===== src/rtl/chnode_pkg.sv =====
package chnode_pkg;

    localparam int WORD_W = 32;

    typedef logic [WORD_W-1:0] word_t;

    typedef struct packed {
        word_t data;
        logic  par;
    } beat_t;

    // Expected parity bit: XOR reduction of every data bit
    function automatic logic calc_parity(input word_t d);
        return ^d;
    endfunction

endpackage


===== src/rtl/chnode_par_chk.sv =====
module chnode_par_chk
    import chnode_pkg::*;
(
    input  beat_t beat_i,
    output logic  bad_o
);

    logic expect_par;

    always_comb begin
        expect_par = calc_parity(beat_i.data);
        bad_o      = expect_par ^ beat_i.par;
    end

endmodule


===== src/rtl/chnode_fifo.sv =====
module chnode_fifo
    import chnode_pkg::*;
#(
    parameter int DEPTH = 32,
    localparam int PTR_W = (DEPTH > 1) ? $clog2(DEPTH) : 1,
    localparam int CNT_W = $clog2(DEPTH + 1)
) (
    input  logic             clk,
    input  logic             rst,
    input  logic             push_i,
    input  word_t            wdata_i,
    input  logic             pop_i,
    output word_t            rdata_o,
    output logic [CNT_W-1:0] cnt_o,
    output logic [CNT_W-1:0] cnt_nxt_o
);

    word_t            mem [DEPTH];
    logic [PTR_W-1:0] wr_ptr;
    logic [PTR_W-1:0] rd_ptr;
    logic [CNT_W-1:0] cnt;
    logic             do_push;
    logic             do_pop;

    function automatic logic [PTR_W-1:0] ptr_inc(input logic [PTR_W-1:0] p);
        return (p == PTR_W'(DEPTH - 1)) ? '0 : p + PTR_W'(1);
    endfunction

    always_comb begin
        do_push = push_i && (cnt != CNT_W'(DEPTH));
        do_pop  = pop_i && (cnt != '0);
        unique case ({do_push, do_pop})
            2'b10:   cnt_nxt_o = cnt + CNT_W'(1);
            2'b01:   cnt_nxt_o = cnt - CNT_W'(1);
            default: cnt_nxt_o = cnt;
        endcase
    end

    always_ff @(posedge clk) begin
        if (rst) begin
            wr_ptr <= '0;
            rd_ptr <= '0;
            cnt    <= '0;
        end else begin
            if (do_push) wr_ptr <= ptr_inc(wr_ptr);
            if (do_pop)  rd_ptr <= ptr_inc(rd_ptr);
            cnt <= cnt_nxt_o;
        end
    end

    always_ff @(posedge clk) begin
        if (do_push) mem[wr_ptr] <= wdata_i;
    end

    assign rdata_o = mem[rd_ptr];
    assign cnt_o   = cnt;

endmodule


===== src/rtl/parity_chan_node.sv =====
module parity_chan_node
    import chnode_pkg::*;
#(
    parameter int DEPTH = 32,
    localparam int CNT_W = $clog2(DEPTH + 1)
) (
    input  logic             clk,
    input  logic             rst,
    input  logic [31:0]      in_data,
    input  logic             in_par,
    input  logic             in_valid,
    output logic             in_wait,
    output logic             in_perr,
    input  logic             rd_pop,
    output logic [31:0]      rd_data,
    output logic             rd_empty,
    output logic [CNT_W-1:0] rd_count
);

    beat_t            beat;
    logic             beat_bad;
    logic             accept;
    logic             wait_q;
    logic             perr_q;
    logic [CNT_W-1:0] cnt;
    logic [CNT_W-1:0] cnt_nxt;
    word_t            head;

    assign beat   = '{data: in_data, par: in_par};
    assign accept = in_valid && !wait_q;

    chnode_par_chk u_par (
        .beat_i (beat),
        .bad_o  (beat_bad)
    );

    chnode_fifo #(.DEPTH(DEPTH)) u_fifo (
        .clk       (clk),
        .rst       (rst),
        .push_i    (accept),
        .wdata_i   (beat.data),
        .pop_i     (rd_pop),
        .rdata_o   (head),
        .cnt_o     (cnt),
        .cnt_nxt_o (cnt_nxt)
    );

    // Backpressure and error flag are both registered outputs
    always_ff @(posedge clk) begin
        if (rst) begin
            wait_q <= 1'b0;
            perr_q <= 1'b0;
        end else begin
            wait_q <= (cnt_nxt == CNT_W'(DEPTH));
            perr_q <= accept && beat_bad;
        end
    end

    assign in_wait  = wait_q;
    assign in_perr  = perr_q;
    assign rd_data  = head;
    assign rd_count = cnt;
    assign rd_empty = (cnt == '0);

endmodule



===== config.mk =====
export PLATFORM = sky130hd
export DESIGN_NAME = parity_chan_node
export DESIGN_NICKNAME = d
export VERILOG_FILES = /design/src/rtl/chnode_pkg.sv /design/src/rtl/chnode_par_chk.sv /design/src/rtl/chnode_fifo.sv /design/src/rtl/parity_chan_node.sv
export SDC_FILE = /design/constraint.sdc
export NUM_CORES = 1
export LEC_CHECK = 0
export BUFFER_PORTS_ARGS = -buffer_cell sky130_fd_sc_hd__buf_4
export CAP_MARGIN = 20
export CORE_AREA = 2 2 288 290
export DETAILED_ROUTE_END_ITERATION = 6
export DIE_AREA = 0 0 290 292
export PLACE_DENSITY_LB_ADDON = 0.15
export SLEW_MARGIN = 5
export SYNTH_ARGS = -nofsm -noshare
export SYNTH_HDL_FRONTEND = slang
export SYNTH_SLANG_ARGS = --single-unit

===== constraint.sdc =====
create_clock -name clk -period 8.1 [get_ports clk]
set_input_delay 0.81 -clock clk [delete_from_list [all_inputs] [get_ports clk]]
set_output_delay 0.81 -clock clk [all_outputs]
set_load 0.01 [all_outputs]

After elaboration in Yosys (flattened, before gate mapping)
Memories as Yosys holds them, arrays and structs flattened. A register that Yosys moved wholly into a read port is not among the register bits.
Cells that the tools add are included.
{ "op_classes": {"bitwise_logic": 1, "n_mux": 7, "n_eq_ne": 6, "reduce_logical": 8, "add_sub_neg": 4} }
{ "op_table": {"columns": ["op", "n"], "rows": [
  ["XOR reduction 32 bit", 1],
  ["two-way mux 5 bit", 4],
  ["one-hot mux 6 bit (2 select lines)", 1],
  ["adder 5 x 1 -> 5 bit, second input constant", 2],
  ["equality test 5 bit, second input constant", 2],
  ["adder 6 x 1 -> 6 bit, second input constant", 1],
  ["equality test 6 bit, second input constant", 1],
  ["zero test 6 bit", 1],
  ["!= test 6 bit, second input constant", 1],
  ["nonzero test 6 bit", 1],
  ["subtractor 6 x 1 -> 6 bit, second input constant", 1],
  ["logical AND 1 bit", 4],
  ["equality test 2 x 1 -> 1 bit, second input constant", 1],
  ["equality test 2 bit, second input constant", 1],
  ["two-way mux 1 bit", 2],
  ["zero test 1 bit", 1],
  ["bitwise XOR 1 bit", 1]
]} }
{ "word_totals": {"regBits": 18, "mem_count": 1, "elab_cells": 32, "in_bits": 37, "out_inout_bits": 41, "ramBits": 1024} }
{ "mem_list": {"columns": ["name", "depth", "word_bits", "read_ports", "rd_clocked_by_memory_dff", "wr", "line_no", "rtl"], "rows": [
  ["u_fifo.mem", 32, 32, 1, 1, 1, "chnode_fifo.sv:18", "word_t mem [DEPTH];"]
]} }

Logic depth before layout (Yosys ltp)
Gate-level depths: netlist (run 1).
{ "logic_depth": {"word_depth": 6, "depth_mapped": 16, "depth_no_buf": 13} }

Modules after synthesis
A second synthesis (run 1) with hierarchy kept.
{ "unflattened": {"cells_unflattened": 1668, "hier_area_um2": 40446.3} }
{ "modules_own_cells": {"columns": ["mod", "area_per_inst_um2", "seq_area_each_um2", "instances", "cells_each"], "rows": [
  ["chnode_fifo", 40069.7, 31169.9, 1, 1629],
  ["chnode_par_chk", 285.3, 0.0, 1, 31],
  ["parity_chan_node", 91.3, 40.0, 1, 8]
]} }

Worst setup path after synthesis (run 1)
No wires, ideal clock.
{ "synth_timing": {"path_kind": "register -> register", "start": "reg u_fifo.cnt[1] (netlist: u_fifo.cnt_o[1])", "end": "reg wait_q (netlist: in_wait)", "path_stages_with_launch": 17, "period_less_slack_ns": 3.649, "setup_ns": 0.114, "path_buffers": 3, "path_slack_ns": 4.451, "required_time_ns": 7.986, "t_arrival_ns": 3.535, "cell_sequence": "dfxtp_1 -> buf_2 -> or4_1 -> nor3_1 -> nand2b_1 -> clkbuf_1 -> inv_1 -> ha_1 -> clkbuf_1 -> xor2_1 -> ha_1 -> and3b_1 -> o21ai_0 -> a21oi_1 -> xnor2_1 -> o2111ai_1 -> a2111oi_0"} }
{ "synth_between": {"elab_chain_cells": 5, "word_cells_on_any_way": 10, "classes_between": "add/sub: 2; eq/ne: 4; mux: 1; reduce/logical: 3"} }
{ "synth_lines": {"columns": ["item", "line_no", "rtl"], "rows": [
  ["start, declared", "chnode_fifo.sv:21", "logic [CNT_W-1:0] cnt;"],
  ["start signal, assigned", "chnode_fifo.sv:47", "cnt <= cnt_nxt_o;"],
  ["branches (longest 3 deep; another with subtractor 6 x 1 -> 6 bit)", null, null],
  ["one-hot mux 6 bit (2 select lines) (*)", "chnode_fifo.sv:32", "unique case ({do_push, do_pop})"],
  ["equality test 6 bit (*)", "parity_chan_node.sv:54", "wait_q <= (cnt_nxt == CNT_W'(DEPTH));"],
  ["end signal, assigned", "parity_chan_node.sv:54", null],
  ["end, declared", "parity_chan_node.sv:23", "logic wait_q;"]
]} }
Every way passes the cells marked *.
A chain may end at the register's enable or synchronous reset.

==> impl_metrics.csv, run 1 <==
group,metric,value,unit
placement,dp.cells,2770,
cts,post-cts-setup-buffers,0,
grt,grt-ovfl-total,0,
drt,routed_wirelength,93990,um
sta,tightest_slew,1242,ps
job,cap_violations,0,
cts,h-tree-depth,3,
synthesis,ys.flop_type,"edfxtp_1",
sta,fmax,201.3,MHz
floorplan,core-area,81580,um^2
grt,antenna_found_initial,1,
cells_and_area,mostFrequentLayoutCell,"edfxtp_1",
synthesis,syn_area,40400,um^2
drt,wl_met2,46480,um
worst_setup_path,crit_path_start_kind,"flip-flop",
drt,wl_per_cell,31.74,um
cts,cts_root_buf,"clkbuf_16",
synthesis,yosysWarnings,0,
placement,place.gp.congestion,0.7204,
drt,postRouteAntennaNets,0,
sta,clock_skew,46.24,ps
grt,grt_max_degree,166,
sta,relSlewSlack,0.1720,
cts,hold_buffers,0,
worst_setup_path,worst-path-max-fanout,116,
power,max-vdd-ir-drop,0.2340,mV
worst_setup_path,worst_ep_arrival_time,4160,ps
synthesis,synth_fp_nets,1714,
cts,tritoncts,"yes",
synthesis,yosysUniqueCellTypes,44,
cells_and_area,final_cells,2961,
synthesis,synthArstFlopShare,0,
synthesis,avgSynthCellArea,24.23,um^2
placement,hpwl,47090,um
cts,clk_latency,670,ps
drt,wl_met1,39610,um
drt,highest_layer,"met4",
cts,cts_buffer_depth,3,
floorplan,start_util,0.4952,
power,p_leak,13.91,nW
floorplan,rows,105,
cells_and_area,drive_above_1_share,0.3497,
hold_path,hp-class,"input pin to flip-flop",
floorplan,die_w,290,um
worst_setup_path,crit_path_end_kind,"primary output",
sta,setup_tns,0,ps
synthesis,synth_edf_count,1024,
sta,fin_crit_sh,0.6134,
cts,cts.sinks,1047,
drt,vias_per_cell,6.149,
worst_setup_path,cp.required,7290,ps
synthesis,netlist_instances,1667,
cts,clk_pin_slew,60,ps
drt,drt-pass1-iter-count,5,
drt,met3_length,6108,um
outcome,status,"completed",
cts,cts_resized,0,
synthesis,yosysSeqAreaShare,0.7726,
drt,first_iter_violations,1812,
cts,cts_buffers,105,
drt,vias,18210,
sta,grt_setup_unrepaired,"no",
grt,grt_use_total,0.2264,
cells_and_area,fin_nets,1854,
grt,grt_pass1_vias,19010,
cells_and_area,n_fill_cell,5853,
floorplan,dieArea,84680,um^2
sta,setup_viol,0,
floorplan,boundaryPins,78,
sta,min_period,4969,ps
cells_and_area,final_cell_mix,"1024 x edfxtp_1, 320 x mux4_2, 115 x buf_4",
sta,finalMaxSlewViolations,0,
cells_and_area,syn_to_final_growth,13.64,%
worst_setup_path,critical_path_class,"flip-flop to primary output",
placement,io_buffers,77,
synthesis,ys_ff_latch,1047,
drt,route.detailed.drc,0,
sta,hold_viol,0,
power,p_per_area,295.0,nW/um^2
grt,grt_pass1_wl,135800,um
floorplan,die_h,292,um
-- stage by stage --
step           utilization  hold WS [ps]  setup slack (ps)  total power [mW]  cell area [um^2]
2_1_floorplan            -         454.7              4451             8.151             40400
3_3_place_gp        0.5205         466.1              3758             8.877             42470
3_5_place_dp        0.5210         507.1              3761             8.904             42510
4_1_cts             0.5627         422.0              3027             13.69             45910
5_1_grt             0.5627         459.4              2844             14.06             45910
6_report            0.5627         457.3              3132             13.54             45910
-- cells in the mapped netlist (7+ instances only) --
cell type / n / share of area
clkbuf_1: 51 / 0.0047
ha_1: 10 / 0.0031
inv_1: 7 / 0.00065
xnor2_1: 32 / 0.0069
nand2_1: 13 / 0.0012
nor2_1: 45 / 0.0042
dfxtp_1: 23 / 0.011
buf_4: 16 / 0.0030
edfxtp_1: 1024 / 0.76
buf_6: 7 / 0.0020
a21oi_1: 14 / 0.0017
xor2_1: 9 / 0.0020
mux4_2: 320 / 0.18
buf_2: 9 / 0.0011
mux2_2: 32 / 0.0089
-- metal layers --
layer | track usage | up-vias
met1 | 0.3266 | 9966
met5 | 0 | -
met4 | 0.06098 | 0
met2 | 0.3647 | 676
li1 | - | 7442
met3 | 0.03692 | 123
-- layout make-up --
class	instances	area, um^2	share of cell area
Timing Repair Buffer	120	963.4	0.02099
Tap cell	1070	1339	0.02916
Clock inverter	60	648.1	0.01412
Sequential cell	1047	31230	0.6802
Antenna cell	1	2.502	0.00005451
Inverter	7	26.28	0.0005723
Multi-Input combinational cell	526	8951	0.1950
Clock buffer	130	2753	0.05996
-- state kept, by name, indices dropped and copies added (netlist names), named ones only --
register and flops:
in_perr 1, in_wait 1, u_fifo.cnt_o 6, u_fifo.mem 1024
u_fifo.rd_ptr 5, u_fifo.wr_ptr 5
-- power breakdown --
part / switching, mW / internal, mW
clock: 1.99 / 2.82
sequential: 0.143 / 6.09
combinational: 1.17 / 1.34
-- path summary, 6_finish.rpt --
kind	cells past startpoint	from	to	slack (ps)
setup / recovery	5	flip-flop	rd_data[26]	3130
hold / removal	3	in_valid	in_perr	460
setup reg to reg	13	u_fifo.cnt_o[1]	in_wait	4310
hold reg to reg	2	u_fifo.rd_ptr[4]	flip-flop	510
-- cells by family (layout without fill, tap and decap cells) --
group,count (synthesis),in the layout,synth area share
AOI/OAI and AO/OA,32,32,0.004801
xor gates and xnor gates,42,42,0.009447
adders and majority gates,10,10,0.003097
buffers and inverters,94,317,0.01180
DFF,1047,1047,0.7726
muxes,353,353,0.1876
other,0,1,0
and+or+nand+nor,89,89,0.01072
-- critical path, cell delays in order (launching register included) --
cell and delay (ps):
dfxtp_4 920, buf_12 580, mux4_2 620, mux4_2 510
mux2_2 290, buf_4 150
Note: power is estimated with default switching activity, not from simulation.
==> run 2: changes to the inputs <==
clock period = 4.7 ns   (was 8.1 ns; I/O delays follow)
==> impl_metrics.csv, run 2 (synthesis results as in run 1) <==
group,metric,value,unit
sta,tightest_slew,1003,ps
sta,grt_setup_unrepaired,"no",
cts,cts_root_buf,"clkbuf_16",
cts,cts_buffer_depth,3,
hold_path,min-delay-start,"rst",
placement,place.gp.congestion,0.7591,
placement,hpwl,51530,um
hold_path,hold_path_depth,2,
cts,cts.sinks,1047,
placement,dp_slack,1035,ps
cells_and_area,fin_nets,1881,
drt,routed_wirelength,95860,um
cells_and_area,syn_to_final_growth,14.91,%
grt,grt_pass1_wl,137900,um
worst_setup_path,crit_path_start_kind,"flip-flop",
power,max-vdd-ir-drop,0.3116,mV
floorplan,core-area,81580,um^2
worst_setup_path,critical_path_class,"flip-flop to primary output",
grt,grt_pass1_vias,19390,
sta,fin_crit_sh,0.8329,
worst_setup_path,rr_startpoint,"u_fifo.cnt_o[1]",
drt,route.detailed.drc,0,
sta,relSlewSlack,0.3312,
cts,hold_buffers,0,
drt,drt-pass1-iter-count,5,
worst_setup_path,r2r_slack,980,ps
floorplan,die_w,290,um
cts,clk_pin_slew,60,ps
hold_path,hp-class,"input pin to flip-flop",
drt,vias_per_cell,6.194,
sta,min_period,3915,ps
cells_and_area,n_fill_cell,5878,
sta,layout_setup_ws,785.4,ps
sta,clock_skew,34.23,ps
floorplan,dieArea,84680,um^2
worst_setup_path,crit_path_end_kind,"primary output",
cts,post-cts-setup-buffers,0,
worst_setup_path,worst-path-max-fanout,57,
cts,clk_latency,680,ps
floorplan,die_h,292,um
grt,grt-ovfl-total,0,
power,p_per_area,510.1,nW/um^2
drt,vias,18530,
grt,grt_use_total,0.2293,
drt,first_iter_violations,2069,
floorplan,rows,105,
cells_and_area,regArea,31230,um^2
cells_and_area,utilization,0.5690,
placement,placed_cell_area,42900,um^2
cells_and_area,num_antenna_cells,0,
floorplan,start_util,0.4952,
outcome,status,"completed",
sta,hold_viol,0,
cts,cts_resized,0,
cts,h-tree-depth,3,
cts,cts_buffers,108,
cells_and_area,largest_register_ff_count,1024,
cells_and_area,multiInputGateArea,8951,um^2
worst_setup_path,worst_ep_arrival_time,3440,ps
drt,wl_per_cell,32.05,um
drt,postRouteAntennaNets,0,
worst_setup_path,rr_worst_depth,13,
cts,tritoncts,"yes",
sta,hold-worst-slack,135.8,ps
power,p_leak,14.12,nW
cells_and_area,fin_area,46420,um^2
grt,antenna_found_initial,3,
worst_setup_path,r2r-end,"in_wait",
sta,setup_viol,0,
cells_and_area,mostFrequentLayoutCell,"edfxtp_1",
worst_setup_path,cp.required,4230,ps
floorplan,boundaryPins,78,
sta,fmax,255.5,MHz
job,cap_violations,0,
grt,grt_max_degree,76,
sta,finalMaxSlewViolations,0,
cells_and_area,regMostFlops,"u_fifo.mem",
hold_path,whs_endpoint,"u_fifo.cnt_o[0]",
sta,setup_tns,0,ps
placement,io_buffers,77,
cells_and_area,final_cell_mix,"1024 x edfxtp_1, 320 x mux4_2, 122 x buf_4",
cells_and_area,drive_above_1_share,0.3576,
==> run 2: cell types whose count changed in the layout (fill, tap and decap cells not counted), sizes merged <==
cell	delta
buf	+24
clkbuf	-2
clkinv	+3
clkinvlp	+4
diode	-1
inv	+2
==> run 2: cell type report <==
class | instances | area share
Sequential cell | 1047 | 0.6727
Timing Repair Buffer | 144 | 0.02922
Clock buffer | 128 | 0.06030
Inverter | 7 | 0.0005660
Tap cell | 1070 | 0.02884
Clock inverter | 69 | 0.01555
Multi-Input combinational cell | 526 | 0.1928
==> run 2: worst max path at each step <==
stage	start	end	slack [ps]	depth (start not counted)
2_1_floorplan	u_fifo.cnt_o[1]	in_wait	1050	16
3_3_place_gp	u_fifo.cnt_o[1]	in_wait	1200	13
3_5_place_dp	u_fifo.cnt_o[1]	in_wait	1040	13
4_1_cts	flip-flop	rd_data[11]	700	5
5_1_grt	u_fifo.cnt_o[1]	in_wait	570	13
6_report	flip-flop	rd_data[11]	790	5
==> run 2: metal layers <==
layer	up-vias	share of wire	GRT usage
met1	10200	0.41	0.3238
met4	6	0.020	0.05323
met5	-	0.00048	0
met3	148	0.070	0.04323
met2	658	0.50	0.3758
li1	7514	-	-
==> run 2: report_power, final <==
part	switching, mW	internal (mW)
sequential	0.191	10.5
combinational	2.13	2.37
clock	3.53	4.96
==> run 2: worst max-delay path, cell delays in order, from the launching register on <==
cell     delay, ps
dfxtp_4        670
buf_12         460
mux4_2         610
mux4_2         490
mux2_2         330
buf_4          160
==> run 2: metrics by stage <==
stage / total power, mW / cells
6_report: 23.68 / 2991
5_1_grt: 24.55 / 2991
4_1_cts: 23.93 / 2991
3_5_place_dp: 15.47 / 2794
3_3_place_gp: 15.42 / 2794
2_1_floorplan: 14.05 / 1667
==> run 3: changes to the inputs <==
ABC_AREA = 1   (was not set)
CORE_AREA = 2 2 293 295   (was 2 2 288 290)
DIE_AREA = 0 0 295 297   (was 0 0 290 292)
clock period = 4 ns   (was 4.7 ns; I/O delays follow)
==> impl_metrics.csv, run 3 <==
group,metric,value,unit
synthesis,synth_fa_ha_area_frac,0.002976,
synthesis,synthArstFlopShare,0,
worst_setup_path,r2r-end,"in_wait",
synthesis,syn_area,42050,um^2
outcome,status,"completed",
cts,clk_pin_slew,60,ps
cells_and_area,utilization,0.5664,
cells_and_area,mostFrequentLayoutCell,"edfxtp_1",
cells_and_area,regMostFlops,"u_fifo.mem",
synthesis,synth_edf_count,1024,
synthesis,synthSimpleGateAreaFrac,0.09213,
synthesis,yosysSeqAreaShare,0.7423,
synthesis,ys.flop_type,"edfxtp_1",
sta,fin_crit_sh,0.9324,
cts,cts_buffer_depth,3,
synthesis,yosysWarnings,0,
cts,clk_latency,680,ps
worst_setup_path,critPathBufInv,3,
hold_path,min-delay-start,"in_data[24]",
synthesis,synth.most_common_cell,"edfxtp_1",
cells_and_area,syn_to_final_growth,13.79,%
worst_setup_path,crit_path_start_kind,"flip-flop",
sta,setup_tns,0,ps
synthesis,avgSynthCellArea,12.94,um^2
synthesis,synth_fp_nets,3297,
cts,tritoncts,"yes",
synthesis,synth-xor-area-share,0.001250,
worst_setup_path,r2r_slack,940,ps
floorplan,die_h,297,um
synthesis,ys_ff_latch,1047,
synthesis,synth_top_cell_area_share,0.7313,
hold_path,hold_path_depth,1,
drt,vias_per_cell,6.182,
power,p_comb_frac,0.267,
sta,layout_setup_ws,270.3,ps
drt,vias,28120,
power,cellInternalPower,20.75,mW
hold_path,hp-class,"input pin to flip-flop",
cts,cts_buffers,106,
drt,routed_wirelength,123200,um
synthesis,synthMuxAreaShare,0.0002381,
grt,antenna_found_initial,6,
worst_setup_path,rr_worst_depth,16,
placement,io_buffers,77,
worst_setup_path,crit_family,"buffers and inverters",
grt,grt_use_total,0.2804,
power,seqPwrFrac,0.409,
cells_and_area,drive_above_1_share,0.1105,
power,max-vdd-ir-drop,0.5803,mV
floorplan,die_w,295,um
cells_and_area,largest_register_ff_count,1024,
worst_setup_path,path_cells,"inv_12 -> buf_4 -> o21ai_0 -> o22ai_1 -> nor2_1 -> nor2_1 -> o21ai_0 -> nand2_1 -> nor2_1 -> a21oi_1 -> buf_4",
drt,drt-pass1-iter-count,5,
worst_setup_path,crit_path_end_kind,"primary output",
power,p_leak,15.89,nW
synthesis,netlist_instances,3250,
sta,hold-worst-slack,129.9,ps
worst_setup_path,worst-path-max-fanout,136,
floorplan,dieArea,87620,um^2
cells_and_area,n_fill_cell,6725,
worst_setup_path,worst_path_max_delay_cell,"inv_12",
grt,grt-ovfl-total,0,
power,p_sw_frac,0.3277,
worst_setup_path,cp.required,3600,ps
placement,hpwl,63340,um
floorplan,start_util,0.4977,
cts,cts.sinks,1047,
drt,route.detailed.drc,0,
drt,first_iter_violations,3527,
placement,dp_slack,987.8,ps
sta,hold_viol,0,
sta,finalMaxSlewViolations,0,
sta,min_period,3730,ps
sta,fmax,268.1,MHz
synthesis,synth.area.top_cells,"edfxtp_1 73%, o21ai_0 6.2%, nor2_1 5.7%, o221ai_1 4.0%, nand2_1 2.2%",
sta,clock_skew,19.02,ps
cells_and_area,fin_nets,3358,
worst_setup_path,path_common_cell,"nor2_1",
sta,grt_setup_unrepaired,"no",
worst_setup_path,worst_ep_arrival_time,3330,ps
worst_setup_path,rr_startpoint,"u_fifo.cnt_o[1]",
floorplan,boundaryPins,78,
drt,wl_per_cell,27.10,um
power,clkPwrFrac,0.324,
floorplan,rows,107,
worst_setup_path,critical_path_class,"flip-flop to primary output",
placement,place.gp.congestion,0.8228,
cts,cts_root_buf,"clkbuf_16",
job,cap_violations,0,
power,power_switching,10.11,mW
sta,relSlewSlack,0.3623,
synthesis,yosysUniqueCellTypes,37,
sta,tightest_slew,956.6,ps
synthesis,synth_compound_area_frac,0.1262,
synthesis,synth_top_area_cell,"edfxtp_1",
grt,grt_pass1_vias,27260,
hold_path,whs_endpoint,"u_fifo.mem[9][24]",
cts,h-tree-depth,3,
floorplan,core-area,84480,um^2
cells_and_area,final_cell_mix,"1024 x edfxtp_1, 607 x nor2_1, 517 x o21ai_0",
power,p_per_area,645.0,nW/um^2
drt,postRouteAntennaNets,0,
sta,setup_viol,0,
worst_setup_path,max_stage_delay,490,ps
grt,grt_max_degree,137,
grt,grt_pass1_wl,180600,um
synthesis,synth_top_family_by_area,"compound AO/OA/AOI/OAI gates",
synthesis,ys_top_cells_by_count,"1024 x edfxtp_1, 639 x nor2_1, 517 x o21ai_0, 248 x nand2_1, 190 x o221ai_1",
-- run 3: cell types whose count changed in the layout (fill, tap and decap cells not counted), moves of 32 or more --
cell,before,now
o221ai_1,0,190
nand3_1,3,96
a21oi_1,14,57
mux4_2,320,0
mux2_2,32,0
nand2_1,13,248
o21ai_0,6,517
o21ai_1,0,36
o22ai_1,0,56
inv_1,7,77
nor2_1,13,607
-- run 3: worst register-to-register path, cell delays in order (launching register included) --
cell	delay [ps]
dfxtp_1	350
nor4_1	400
nand3_1	190
nand2_1	230
inv_1	170
ha_1	310
xnor2_1	160
inv_1	80
ha_1	170
or2_2	320
nand3_1	110
nand2_1	60
nand2_1	60
nand3_1	60
o21ai_0	110
nand3_1	110
nor2_1	100
-- run 3: metal layers --
metal / track usage / wire length, um
met3: 0.04199 / 11260
met4: 0.09099 / 3469
met5: 0 / 29
met2: 0.4489 / 58700
met1: 0.3966 / 49780
-- run 3: cell families after synthesis --
| kind of cell | Yosys count |
|---|---|
| fa+ha+maj | 10 |
| flops | 1047 |
| buf+inv | 301 |
| xor+xnor | 6 |
| compound gates | 892 |
| mux | 1 |
| simple gates | 993 |
-- run 3: timing repair --
action / 4_1_cts / 5_1_grt
endpoints found under the hold margin: 6 / 0
resized for setup: 0 / 0
hold buffers: 2 / 0
setup buffers: 0 / 0
-- run 3: worst max-delay path by stage --
stage,slack (ps),depth (start not counted),endpoint
global route,90,11,rd_data[4]
finish,270,11,rd_data[4]
global placement,990,9,rd_data[10]
CTS,270,11,rd_data[4]
floorplan,1160,6,u_fifo.mem[0][0]
detailed placement,990,11,rd_data[4]
-- run 3: per-stage QoR --
step	power, mW	instances	instance area (um^2)
2_1_floorplan	17.88	3250	42050
3_3_place_gp	20.80	4344	44270
3_5_place_dp	20.97	4344	44270
4_1_cts	30.90	4546	47820
5_1_grt	32.12	4547	47840
6_report	30.86	4548	47840
-- run 3: cell type report --
cell class / instances / area, um^2 / area share
Antenna cell: 1 / 2.502 / 0.00005230
Clock buffer: 124 / 2741 / 0.05730
Clock inverter: 76 / 787.0 / 0.01645
Inverter: 82 / 330.3 / 0.006904
Multi-Input combinational cell: 1902 / 9607 / 0.2008
Sequential cell: 1047 / 31220 / 0.6526
Tap cell: 1144 / 1431 / 0.02992
Timing Repair Buffer: 172 / 1722 / 0.03598
-- run 3: power groups by stage --
| stage | clock network, mW | registers (mW) | logic (mW) |
|---|---|---|---|
| floorplan | 0 | 12.8 | 5.13 |
| global placement | 0 | 12.8 | 7.97 |
| detailed placement | 0 | 12.8 | 8.12 |
| CTS | 10.1 | 12.6 | 8.17 |
| global route | 10.5 | 12.6 | 8.95 |
| finish | 10.0 | 12.6 | 8.23 |
